### src/rtl/dma4_pkg.sv
package dma4_pkg;
    localparam int NCH    = 4;
    localparam int CH_W   = 16;
    localparam int PAGE_W = 8;
    localparam int NPAGE  = 8;
    localparam int MEM_W  = PAGE_W + CH_W;

    typedef enum logic [1:0] {
        XT_VERIFY  = 2'd0,
        XT_WRITE   = 2'd1,
        XT_READ    = 2'd2,
        XT_INVALID = 2'd3
    } xfer_t;

    typedef enum logic {
        PTR_LOW  = 1'b0,
        PTR_HIGH = 1'b1
    } ptr_t;

    localparam logic [3:0] P_CMD_STAT = 4'h8;
    localparam logic [3:0] P_REQ      = 4'h9;
    localparam logic [3:0] P_MASK1    = 4'hA;
    localparam logic [3:0] P_MODE     = 4'hB;
    localparam logic [3:0] P_PTRCLR   = 4'hC;
    localparam logic [3:0] P_MCLR     = 4'hD;
    localparam logic [3:0] P_MASKCLR  = 4'hE;
    localparam logic [3:0] P_MASKALL  = 4'hF;

    // page port number -> storage slot (slot index equals channel)
    function automatic logic [2:0] page_slot(input logic [2:0] port);
        unique case (port)
            3'd7: page_slot = 3'd0;
            3'd3: page_slot = 3'd1;
            3'd1: page_slot = 3'd2;
            3'd2: page_slot = 3'd3;
            3'd0: page_slot = 3'd4;
            3'd4: page_slot = 3'd5;
            3'd5: page_slot = 3'd6;
            default: page_slot = 3'd7;
        endcase
    endfunction
endpackage

### src/rtl/dma4_chan.sv
module dma4_chan
    import dma4_pkg::*;
(
    input  logic            clk,
    input  logic            rst_n,
    input  logic            ld_en,
    input  logic            ld_cnt,
    input  logic            ld_hi,
    input  logic [7:0]      ld_data,
    input  logic            mode_we,
    input  logic [1:0]      mode_type,
    input  logic            mode_decr,
    input  logic            req_we,
    input  logic            req_val,
    input  logic            mask_we,
    input  logic            mask_val,
    input  logic            mclr,
    input  logic            mask_clr_all,
    input  logic            tc_clr,
    input  logic            step,
    output logic [CH_W-1:0] addr,
    output logic [CH_W-1:0] cnt,
    output logic            tc,
    output logic            req,
    output logic            mask,
    output logic            wr_ok,
    output logic            rd_ok
);
    xfer_t xtype_q;
    logic  decr_q;

    always_ff @(posedge clk) begin
        if (!rst_n) begin
            addr    <= '0;
            cnt     <= '0;
            xtype_q <= XT_VERIFY;
            decr_q  <= 1'b0;
        end else begin
            if (ld_en) begin
                if (ld_cnt) begin
                    if (ld_hi) cnt[CH_W-1:8] <= ld_data;
                    else       cnt[7:0]      <= ld_data;
                end else begin
                    if (ld_hi) addr[CH_W-1:8] <= ld_data;
                    else       addr[7:0]      <= ld_data;
                end
            end else if (step) begin
                addr <= decr_q ? addr - 1'b1 : addr + 1'b1;
                cnt  <= cnt - 1'b1;
            end
            if (mode_we) begin
                xtype_q <= xfer_t'(mode_type);
                decr_q  <= mode_decr;
            end
        end
    end

    always_ff @(posedge clk) begin
        if (!rst_n) begin
            tc   <= 1'b1;
            req  <= 1'b0;
            mask <= 1'b1;
        end else begin
            if (mclr)                    tc <= 1'b1;
            else if (step && cnt == '0)  tc <= 1'b1;
            else if (tc_clr)             tc <= 1'b0;

            if (mclr)        req <= 1'b0;
            else if (req_we) req <= req_val;

            if (mclr)              mask <= 1'b1;
            else if (mask_clr_all) mask <= 1'b0;
            else if (mask_we)      mask <= mask_val;
        end
    end

    assign wr_ok = !tc && (xtype_q == XT_WRITE);
    assign rd_ok = !tc && (xtype_q == XT_READ);
endmodule

### src/rtl/dma4_pages.sv
module dma4_pages
    import dma4_pkg::*;
(
    input  logic              clk,
    input  logic              rst_n,
    input  logic              we,
    input  logic [2:0]        port,
    input  logic [PAGE_W-1:0] wdata,
    output logic [PAGE_W-1:0] rdata,
    input  logic [2:0]        slot_idx,
    output logic [PAGE_W-1:0] slot_data
);
    logic [NPAGE-1:0][PAGE_W-1:0] slots_q;

    always_ff @(posedge clk) begin
        if (!rst_n) slots_q <= '0;
        else if (we) slots_q[page_slot(port)] <= wdata;
    end

    assign rdata     = slots_q[page_slot(port)];
    assign slot_data = slots_q[slot_idx];
endmodule

### src/rtl/dma4_core.sv
module dma4_core
    import dma4_pkg::*;
(
    input  logic             clk,
    input  logic             rst_n,
    input  logic             reg_wr,
    input  logic             reg_rd,
    input  logic [3:0]       reg_addr,
    input  logic [7:0]       reg_wdata,
    output logic [7:0]       reg_rdata,
    input  logic             page_wr,
    input  logic [2:0]       page_addr,
    input  logic [7:0]       page_wdata,
    output logic [7:0]       page_rdata,
    input  logic             req_valid,
    input  logic [1:0]       req_chan,
    input  logic             req_write,
    output logic             rsp_valid,
    output logic             rsp_ok,
    output logic [MEM_W-1:0] rsp_addr
);
    ptr_t ptr_q, ptr_d;
    logic ptr_high;
    logic acc_low, ptr_clr, mclr, mask_clr_all, stat_rd;
    logic [7:0] cmd_q;
    logic [NCH-1:0] tc_vec, req_vec, mask_vec, wr_ok_vec, rd_ok_vec, step_vec;
    logic [NCH-1:0][CH_W-1:0] addr_vec, cnt_vec;
    logic [PAGE_W-1:0] chan_page;
    logic sel_ok;

    assign acc_low      = (reg_wr || reg_rd) && !reg_addr[3];
    assign ptr_clr      = reg_wr && (reg_addr == P_PTRCLR || reg_addr == P_MCLR);
    assign mclr         = reg_wr && reg_addr == P_MCLR;
    assign mask_clr_all = reg_wr && reg_addr == P_MASKCLR;
    assign stat_rd      = reg_rd && reg_addr == P_CMD_STAT;
    assign ptr_high     = (ptr_q == PTR_HIGH);

    // byte pointer: state register
    always_ff @(posedge clk) begin
        if (!rst_n) ptr_q <= PTR_LOW;
        else        ptr_q <= ptr_d;
    end

    // byte pointer: next state
    always_comb begin
        ptr_d = ptr_q;
        unique case (ptr_q)
            PTR_LOW:  if (ptr_clr) ptr_d = PTR_LOW;
                      else if (acc_low) ptr_d = PTR_HIGH;
            PTR_HIGH: if (ptr_clr || acc_low) ptr_d = PTR_LOW;
        endcase
    end

    always_ff @(posedge clk) begin
        if (!rst_n) cmd_q <= '0;
        else if (reg_wr && reg_addr == P_CMD_STAT) cmd_q <= reg_wdata;
    end

    for (genvar i = 0; i < NCH; i++) begin : g_ch
        logic hit;
        assign hit = reg_wdata[1:0] == i[1:0];
        assign step_vec[i] = req_valid && req_chan == i[1:0] &&
                             (req_write ? wr_ok_vec[i] : rd_ok_vec[i]);
        dma4_chan u_chan (
            .clk          (clk),
            .rst_n        (rst_n),
            .ld_en        (reg_wr && !reg_addr[3] && reg_addr[2:1] == i[1:0]),
            .ld_cnt       (reg_addr[0]),
            .ld_hi        (ptr_high),
            .ld_data      (reg_wdata),
            .mode_we      (reg_wr && reg_addr == P_MODE && hit),
            .mode_type    (reg_wdata[3:2]),
            .mode_decr    (reg_wdata[5]),
            .req_we       (reg_wr && reg_addr == P_REQ && hit),
            .req_val      (reg_wdata[2]),
            .mask_we      (reg_wr && ((reg_addr == P_MASK1 && hit) || reg_addr == P_MASKALL)),
            .mask_val     ((reg_addr == P_MASKALL) ? reg_wdata[i] : reg_wdata[2]),
            .mclr         (mclr),
            .mask_clr_all (mask_clr_all),
            .tc_clr       (stat_rd),
            .step         (step_vec[i]),
            .addr         (addr_vec[i]),
            .cnt          (cnt_vec[i]),
            .tc           (tc_vec[i]),
            .req          (req_vec[i]),
            .mask         (mask_vec[i]),
            .wr_ok        (wr_ok_vec[i]),
            .rd_ok        (rd_ok_vec[i])
        );
    end

    dma4_pages u_pages (
        .clk       (clk),
        .rst_n     (rst_n),
        .we        (page_wr),
        .port      (page_addr),
        .wdata     (page_wdata),
        .rdata     (page_rdata),
        .slot_idx  ({1'b0, req_chan}),
        .slot_data (chan_page)
    );

    assign sel_ok = |step_vec;

    always_ff @(posedge clk) begin
        if (!rst_n) begin
            rsp_valid <= 1'b0;
            rsp_ok    <= 1'b0;
            rsp_addr  <= '0;
        end else begin
            rsp_valid <= req_valid;
            rsp_ok    <= sel_ok;
            rsp_addr  <= sel_ok ? {chan_page, addr_vec[req_chan]} : '0;
        end
    end

    // register read outputs
    always_comb begin
        logic [CH_W-1:0] word;
        word = reg_addr[0] ? cnt_vec[reg_addr[2:1]] : addr_vec[reg_addr[2:1]];
        if (!reg_addr[3])                    reg_rdata = ptr_high ? word[CH_W-1:8] : word[7:0];
        else if (reg_addr == P_CMD_STAT)     reg_rdata = {req_vec, tc_vec};
        else if (reg_addr == P_MASKCLR)      reg_rdata = cmd_q;
        else if (reg_addr == P_MASKALL)      reg_rdata = {4'b0, mask_vec};
        else                                 reg_rdata = 8'h00;
    end
endmodule

### config.mk
export PLATFORM = sky130hd
export DESIGN_NAME = dma4_core
export DESIGN_NICKNAME = d
export VERILOG_FILES = /design/src/rtl/dma4_pkg.sv /design/src/rtl/dma4_chan.sv /design/src/rtl/dma4_pages.sv /design/src/rtl/dma4_core.sv
export SDC_FILE = /design/constraint.sdc
export NUM_CORES = 1
export LEC_CHECK = 0
export BUFFER_PORTS_ARGS = -buffer_cell sky130_fd_sc_hd__clkbuf_2
export CAP_MARGIN = 20
export CORE_MARGIN = 5
export CORE_UTILIZATION = 29
export DETAILED_ROUTE_END_ITERATION = 12
export GPL_TIMING_DRIVEN = 0
export MAX_ROUTING_LAYER = met4
export PLACE_DENSITY = 0.46
export SETUP_SLACK_MARGIN = 0.3
export SYNTH_ARGS = -nofsm -noshare
export SYNTH_HDL_FRONTEND = slang
export SYNTH_SLANG_ARGS = --single-unit
### constraint.sdc
create_clock -name clk -period 3.7 [get_ports clk]
set_input_delay 0.37 -clock clk [delete_from_list [all_inputs] [get_ports clk]]
set_output_delay 0.37 -clock clk [all_outputs]
set_load 0.005 [all_outputs]
**Word level (Yosys, flattened, before mapping)**

Cells that the tools add are included.

- Add/sub/neg operators: 12
- Multipliers: 0
- Divide/modulo/power cells: 0
- Order comparisons: 6
- Eq/ne operators: 47
- Shift-type cells: 0
- Multiplexer cells: 65
- Bitwise operators: 2
- Reductions and logical operators: 101

Operators with widths:

| operator | number |
|---|---|
| 16-bit two-way mux | 26 |
| 16-bit by 1-bit subtractor with 16-bit output, second input constant | 8 |
| 16-bit binary-select mux with 2-bit select | 3 |
| 8-bit two-way mux | 9 |
| 16-bit by 1-bit adder with 16-bit output, second input constant | 4 |
| 64-bit bitwise mux | 1 |
| 16-bit logical NOT | 4 |
| 1-bit logical AND | 50 |
| 3-bit AND reduction | 16 |
| 4-bit == test, second input constant | 8 |
| 2-bit inequality test, second input constant | 16 |
| 8-bit binary-select mux with 3-bit select | 1 |
| 8-bit demux with 3-bit select | 1 |
| 3-bit case mux with 7 select lines | 1 |
| 2-bit == test, second input constant | 10 |
| 1-bit two-way mux | 18 |
| 8-bit binary-select mux with 2-bit select | 1 |
| 2-bit nonzero test | 8 |
| 2-bit by 1-bit == test with 1-bit output, second input constant | 7 |
| 3-bit OR reduction | 4 |
| 3-bit == test, second input constant | 3 |
| 3-bit by 4-bit < comparator with 1-bit output, second input constant | 2 |
| 1-bit logical OR | 7 |
| 3-bit by 2-bit == test with 1-bit output, second input constant | 2 |
| 14 further kinds | 23 |

- Register bits: 251
- Bits in latches: 0
- Bits in writable memories: 0
- Memory bits (read-only): 0
- Bits of input ports: 32
- Output and inout port bits: 42
- Memories kept: 0

**Longest topological paths before layout**

- Depth in word-level cells: 9
- Depth in mapped cells: 11

**By module**

A second synthesis with hierarchy kept.

- Cells, all modules: 2075
- Area total of the unflattened synthesis: 17613.1 um^2

Modules (own cells, without submodules):

| module | times used | cells each | area each (um^2) |
|---|---|---|---|
| dma4_chan (g_ch[2].u_chan ...) | 2 | 353 | 2766.4 |
| dma4_chan (g_ch[0].u_chan ...) | 2 | 349 | 2692.6 |
| dma4_pages | 1 | 362 | 3554.7 |
| dma4_core | 1 | 309 | 3140.5 |

**Worst setup path after synthesis**

Ideal clock, no wire load.

- Path kind: reg2reg
- Start: reg g_ch[1].u_chan.decr_q
- End: reg g_ch[1].u_chan.addr[12]
- Library setup time: 0.092 ns
- Arrival time: 2.583 ns
- Required time: 3.608 ns
- Path slack: 1.025 ns
- Stages on the path, launching flop included: 9
- Path buffers: 0
- Period minus slack after synthesis: 2.675 ns
- Cells stage by stage: dfxtp_1 -> ha_1 -> a21oi_1 -> o21ai_0 -> a2111oi_0 -> o31ai_1 -> a21oi_1 -> mux2_2 -> nor4_1

- Word-level cells in the longest chain between the ends: 3

RTL lines:

| what | RTL line | RTL |
|---|---|---|
| start: declaration | dma4_chan.sv:30 | `logic decr_q;` |
| start signal: assignment | dma4_chan.sv:53 | `decr_q <= mode_decr;` |
| 16-bit two-way mux | dma4_chan.sv:48 | `addr <= decr_q ? addr - 1'b1 : addr + 1'b1;` |
| 16-bit two-way mux | dma4_chan.sv:47 | `end else if (step) begin` |
| 16-bit two-way mux | dma4_chan.sv:39 | `if (ld_en) begin` |
| end signal: indexed assignment | dma4_chan.sv:44 | `if (ld_hi) addr[CH_W-1:8] <= ld_data;` |
| end signal: assignment | dma4_chan.sv:48 |  |
| end: declaration | dma4_chan.sv:21 | `output logic [CH_W-1:0] addr,` |

No other way between the ends. The select of a mux whose other input is x is not followed.
A chain may end at the register's enable or synchronous reset.

**Worst setup path after layout**

- Start: in reg_addr[1]
- End: out reg_rdata[3]

- Word-level cells in the longest chain between the ends: 5

RTL lines:

| what | RTL line | RTL |
|---|---|---|
| start: declaration | dma4_core.sv:8 | `input logic [3:0] reg_addr,` |
| 16-bit binary-select mux with 2-bit select or 4-bit == test (tied branches) | dma4_core.sv:120, dma4_core.sv:124 |  |
| 16-bit two-way mux (not written as such) or 4-bit two-way mux (tied branches) | dma4_core.sv:120, dma4_core.sv:124 |  |
| 16-bit two-way mux or 8-bit two-way mux (tied branches) | dma4_core.sv:120, dma4_core.sv:123 |  |
| 8-bit two-way mux (on tied branches) | dma4_core.sv:121, dma4_core.sv:122 |  |
| 8-bit two-way mux * | dma4_core.sv:121 | `if (!reg_addr[3]) reg_rdata = ptr_high ? word[CH_W-1:8] : word[7:0];` |
| end: declaration | dma4_core.sv:10 | `output logic [7:0] reg_rdata,` |

Mark *: on every way between the ends. The rest lies on a longest branch, timed or not. The select of a mux whose other input is x is not followed.

==> impl_metrics.prom <==
# TYPE chip_impl_metric gauge
chip_impl_metric{name="port-buffer-count",unit=""} 55
chip_impl_info{name="critPathKind",value="in2out"} 1
chip_impl_metric{name="cts-htree-levels",unit=""} 1
chip_impl_metric{name="groute.usage.overall",unit="%"} 22.12
chip_impl_metric{name="netlist_instances",unit=""} 1890
chip_impl_metric{name="std_cell_rows",unit=""} 86
chip_impl_metric{name="detail_route.vias_per_cell",unit=""} 5.688
chip_impl_metric{name="floorplan.die_area",unit="µm²"} 59800
chip_impl_metric{name="grt_antenna_before_repair",unit=""} 2
chip_impl_metric{name="grt_first_pass_wirelength",unit="mm"} 97.98
chip_impl_metric{name="fin_setup_tns",unit="ns"} 0
chip_impl_metric{name="postRouteAntennaNets",unit=""} 0
chip_impl_metric{name="seqCellArea",unit="µm²"} 5029
chip_impl_metric{name="critPathArrivalTime",unit="ns"} 2.90
chip_impl_metric{name="cts_num_sinks",unit=""} 251
chip_impl_metric{name="num-nets-final",unit=""} 2087
chip_impl_metric{name="max-slew-margin-rel",unit="%"} 23.64
chip_impl_metric{name="layout_min_cycle_time",unit="ns"} 3.271
chip_impl_metric{name="postSynthRegisterBits",unit=""} 251
chip_impl_metric{name="detail_route.first_pass.iterations",unit=""} 5
chip_impl_metric{name="path_clk_slew",unit="ns"} 0.07
chip_impl_metric{name="max-clock-path-buffers",unit=""} 3
chip_impl_metric{name="finalCoreUtilization",unit="%"} 33.39
chip_impl_metric{name="worst-slew-pin-transition",unit="ns"} 1.145
chip_impl_metric{name="synth_area",unit="µm²"} 15950
chip_impl_metric{name="fillers",unit=""} 5757
chip_impl_metric{name="yosysSeqAreaShare",unit="%"} 31.50
chip_impl_metric{name="r2r_slack",unit="ns"} 0.59
chip_impl_metric{name="area.growth.synth_to_final",unit="%"} 14.62
chip_impl_metric{name="dieWidth",unit="µm"} 244.6
chip_impl_info{name="clockRootBuffer",value="sky130_fd_sc_hd__clkbuf_16"} 1
chip_impl_metric{name="syn_avg_cell_area",unit="µm²"} 8.441
chip_impl_info{name="crit-reg2reg-capture",value="g_ch[0].u_chan.cnt[12]$_SDFFE_PN0P_"} 1
chip_impl_metric{name="layout-drive-gt1-share",unit="%"} 13.10
chip_impl_metric{name="final_cell_count_no_fill",unit=""} 2713
chip_impl_info{name="worst_hold_startpoint",value="page_wdata[3]"} 1
chip_impl_info{name="hold-path-endpoint",value="u_pages.slots_q[11]$_SDFFE_PN0P_"} 1
chip_impl_metric{name="detailed_route_wire_length_per_cell",unit="µm"} 24.62
chip_impl_metric{name="numCtsBuffers",unit=""} 31
chip_impl_metric{name="pre_cts_ws",unit="ns"} 0.2079
chip_impl_metric{name="final-setup-viol-count",unit=""} 0
chip_impl_metric{name="floorplan.core_area",unit="µm²"} 54770
chip_impl_metric{name="final-hold-violation-count",unit=""} 0
chip_impl_metric{name="post-place-cells",unit=""} 2653
chip_impl_metric{name="worst_clock_skew",unit="ns"} 0.01243
chip_impl_metric{name="crit_path_max_incr_delay",unit="ns"} 0.56
chip_impl_metric{name="synth.lib_cells_used.distinct",unit=""} 80
chip_impl_metric{name="reg2regPathDepth",unit=""} 8
chip_impl_metric{name="finalCritPeriodShare",unit="%"} 88.39
chip_impl_metric{name="crit_path_max_fanout",unit=""} 10
chip_impl_metric{name="required",unit="ns"} 3.33
chip_impl_info{name="ys_dominant_reg_cell",value="sky130_fd_sc_hd__dfxtp_1"} 1
chip_impl_metric{name="critical_path_cell_count",unit=""} 8
chip_impl_info{name="regToRegStartpoint",value="g_ch[0].u_chan.xtype_q[1]$_SDFFE_PN0P_"} 1
chip_impl_info{name="holdCritPathClass",value="in2reg"} 1
chip_impl_info{name="worstSetupEndpointType",value="primary output"} 1
chip_impl_metric{name="timing.fmax",unit="MHz"} 305.8
chip_impl_metric{name="gp_routability_congestion",unit=""} 1.028
chip_impl_metric{name="fin_worst_hold_slack",unit="ns"} 0.1368
chip_impl_metric{name="async_s_r_ff_share_synth",unit="%"} 0
chip_impl_info{name="grt_setup_unrepaired",value="false"} 1
chip_impl_info{name="status",value="finished clean"} 1
chip_impl_metric{name="setup_ws",unit="ns"} 0.4294
chip_impl_info{name="cp-start-kind",value="input pin"} 1
chip_impl_metric{name="post_cts.repair.setup_buffers",unit=""} 0
chip_impl_metric{name="grt_start_max_net_pins",unit=""} 20
chip_impl_metric{name="peak_vdd_ir",unit="V"} 0.0002569
chip_impl_metric{name="detailedRoute.firstIterationViolations",unit=""} 1609
chip_impl_metric{name="crit_buf_inv",unit=""} 4
chip_impl_metric{name="route.detailed.drc",unit=""} 0
chip_impl_metric{name="vias_in_the_first_global_route",unit=""} 14820
chip_impl_metric{name="cap_viol_max_count",unit=""} 0
chip_impl_metric{name="number_of_enable_type_register_cells_in_the_synthesized_netlist",unit=""} 0
chip_impl_metric{name="dp.final_hpwl",unit="mm"} 50.69
chip_impl_metric{name="floorplan.initialDensity",unit="%"} 29.13
chip_impl_metric{name="drt-total-wl",unit="mm"} 66.79
chip_impl_metric{name="design.portCount",unit=""} 74
chip_impl_metric{name="cellPowerDensity",unit="nW/µm²"} 377.7
chip_impl_metric{name="slew_viol_final",unit=""} 0
chip_impl_metric{name="dr_total_vias",unit=""} 15430
chip_impl_info{name="timing.critical_path.max_delay_family",value="buffers and inverters"} 1
chip_impl_metric{name="power.static_leakage",unit="µW"} 0.006931
chip_impl_metric{name="min_path_cells",unit=""} 3
chip_impl_info{name="worst_path_max_delay_cell",value="sky130_fd_sc_hd__mux4_2"} 1
chip_impl_info{name="cp_cell_sequence",value="clkbuf_1 -> clkbuf_1 -> buf_2 -> mux4_2 -> mux4_2 -> nor2_1 -> a21oi_1 -> clkbuf_2"} 1
chip_impl_metric{name="synth.yosys.warnings",unit=""} 0
chip_impl_metric{name="global_route.overflow_total",unit=""} 0
chip_impl_metric{name="clkLatencyLatePin",unit="ns"} 0.61
chip_impl_metric{name="die_h",unit="µm"} 244.6
chip_impl_metric{name="synth_fp_nets",unit=""} 1993
chip_impl_info{name="cts_tree",value="yes"} 1
chip_impl_metric{name="multiInputGateArea",unit="µm²"} 10280
==> layout by cell type (no fill, tap or decap), drive strengths merged, types with 7 or more instances in the layout <==
master,instances
dfxtp,251
nor2,225
nand2,218
a21oi,200
clkbuf,183
o21ai,153
mux4,80
ha,67
mux2i,59
a31oi,50
inv,43
nor3,34
buf,34
nand3,32
nor2b,31
a21o,25
xnor2,25
a211oi,18
or3,17
xor2,16
o31ai,16
and3,15
nand2b,15
o211ai,15
a311oi,13
o21a,11
a22oi,11
mux2,10
nor4,9
clkinv,8
a211o,7
o221ai,7
o221a,7
a2111oi,7
==> logic make-up after synthesis <==
| kind of cell | share of synthesized area [%] |
|---|---|
| AND/OR/NAND/NOR | 18.01 |
| AO/OA/AOI/OAI | 22.65 |
| flip-flops | 31.50 |
| buffers and inverters | 4.117 |
| multiplexers | 15.72 |
| adder cells (fa/ha/maj) | 5.756 |
| XOR/XNOR | 2.251 |
==> metrics by stage <==
stage	area [µm²]	total power [µW]
floorplan	15950	3307
global placement	17110	3588
detailed placement	17170	3597
CTS	18270	6943
global route	18290	7131
finish	18290	6907
==> repair_timing <==
action                     4_1_cts  5_1_grt
hold buffers                     1        0
gates resized for setup          3        3
hold endpoints to repair         1        0
setup endpoints to repair        8        8
==> report_power, final <==
part | internal [µW] | switching (µW) | leakage [µW]
logic | 244 | 509 | 0.00436
registers | 2740 | 52.5 | 0.00203
clock network | 1920 | 1440 | 0.000542
total | 4900 | 2000 | 0.00693
==> sequential cells by signal, summed over array words and instances, names as in the netlist, 4 cells and up <==
name                 cells
g_ch.u_chan.decr_q       4
g_ch.u_chan.cnt         64
cmd_q                    8
rsp_addr                24
g_ch.u_chan.xtype_q      8
u_pages.slots_q         64
g_ch.u_chan.req          4
g_ch.u_chan.tc           4
g_ch.u_chan.mask         4
g_ch.u_chan.addr        64
==> area by class of cell <==
class	count	share of cell area (%)
plain buffers	123	2.881
diodes	1	0.01368
well taps	704	4.817
inverters	35	0.7184
multi-input cells	1481	56.20
flip-flops and latches	251	27.50
clock buffers	37	4.530
repair buffers	61	1.902
clock inverters	20	1.444
==> synthesized netlist by cell type (13+ instances only) <==
cell / number / share of area [%]
sky130_fd_sc_hd__mux4_2: 79 / 11
sky130_fd_sc_hd__and3_1: 15 / 0.59
sky130_fd_sc_hd__inv_1: 34 / 0.80
sky130_fd_sc_hd__dfxtp_1: 251 / 31
sky130_fd_sc_hd__mux2i_1: 59 / 3.7
sky130_fd_sc_hd__o211ai_1: 15 / 0.71
sky130_fd_sc_hd__a211oi_1: 17 / 0.80
sky130_fd_sc_hd__a311oi_1: 13 / 0.71
sky130_fd_sc_hd__o31ai_1: 16 / 0.75
sky130_fd_sc_hd__nand2_1: 218 / 5.1
sky130_fd_sc_hd__o21ai_0: 145 / 4.5
sky130_fd_sc_hd__xor2_1: 16 / 0.88
sky130_fd_sc_hd__ha_1: 67 / 5.3
sky130_fd_sc_hd__xnor2_1: 25 / 1.4
sky130_fd_sc_hd__nand3_1: 32 / 1.0
sky130_fd_sc_hd__clkbuf_1: 89 / 2.1
sky130_fd_sc_hd__nor2_1: 225 / 5.3
sky130_fd_sc_hd__nand2b_1: 15 / 0.59
sky130_fd_sc_hd__a31oi_1: 50 / 2.0
sky130_fd_sc_hd__nor3_1: 32 / 1.0
sky130_fd_sc_hd__nor2b_1: 31 / 1.2
sky130_fd_sc_hd__a21oi_1: 200 / 6.3
sky130_fd_sc_hd__a21o_1: 25 / 1.2
sky130_fd_sc_hd__or3_1: 15 / 0.59
sky130_fd_sc_hd__buf_2: 20 / 0.63
==> worst min-delay path, delay by kind of cell <==
kind	cells	cell delay, ns
compound gates	1	0.06
buf+inv	1	0.17
simple gates	1	0.10
==> layer usage <==
layer,track usage (%),up-vias,part of all wire [%]
li1,-,7187,-
met1,29.38,7548,43
met2,35.36,557,46
met3,2.000,140,6.3
met4,8.284,0,4.3
met5,-,-,0
==> how the worst max path moves through the flow <==
stage,start,endpoint,slack [ns]
6_report,reg_addr[1],reg_rdata[3],0.43
5_1_grt,reg_addr[1],reg_rdata[3],0.34
4_1_cts,reg_addr[2],reg_rdata[1],0.40
3_5_place_dp,g_ch[1].u_chan.decr_q$_SDFFE_PN0P_,g_ch[1].u_chan.addr[12]$_SDFFE_PN0P_,0.21
3_3_place_gp,req_chan[0],rsp_addr[15]$_SDFF_PN0_,-0.07
2_1_floorplan,g_ch[1].u_chan.decr_q$_SDFFE_PN0P_,g_ch[1].u_chan.addr[12]$_SDFFE_PN0P_,1.03
(Power assumes the default switching activity.)
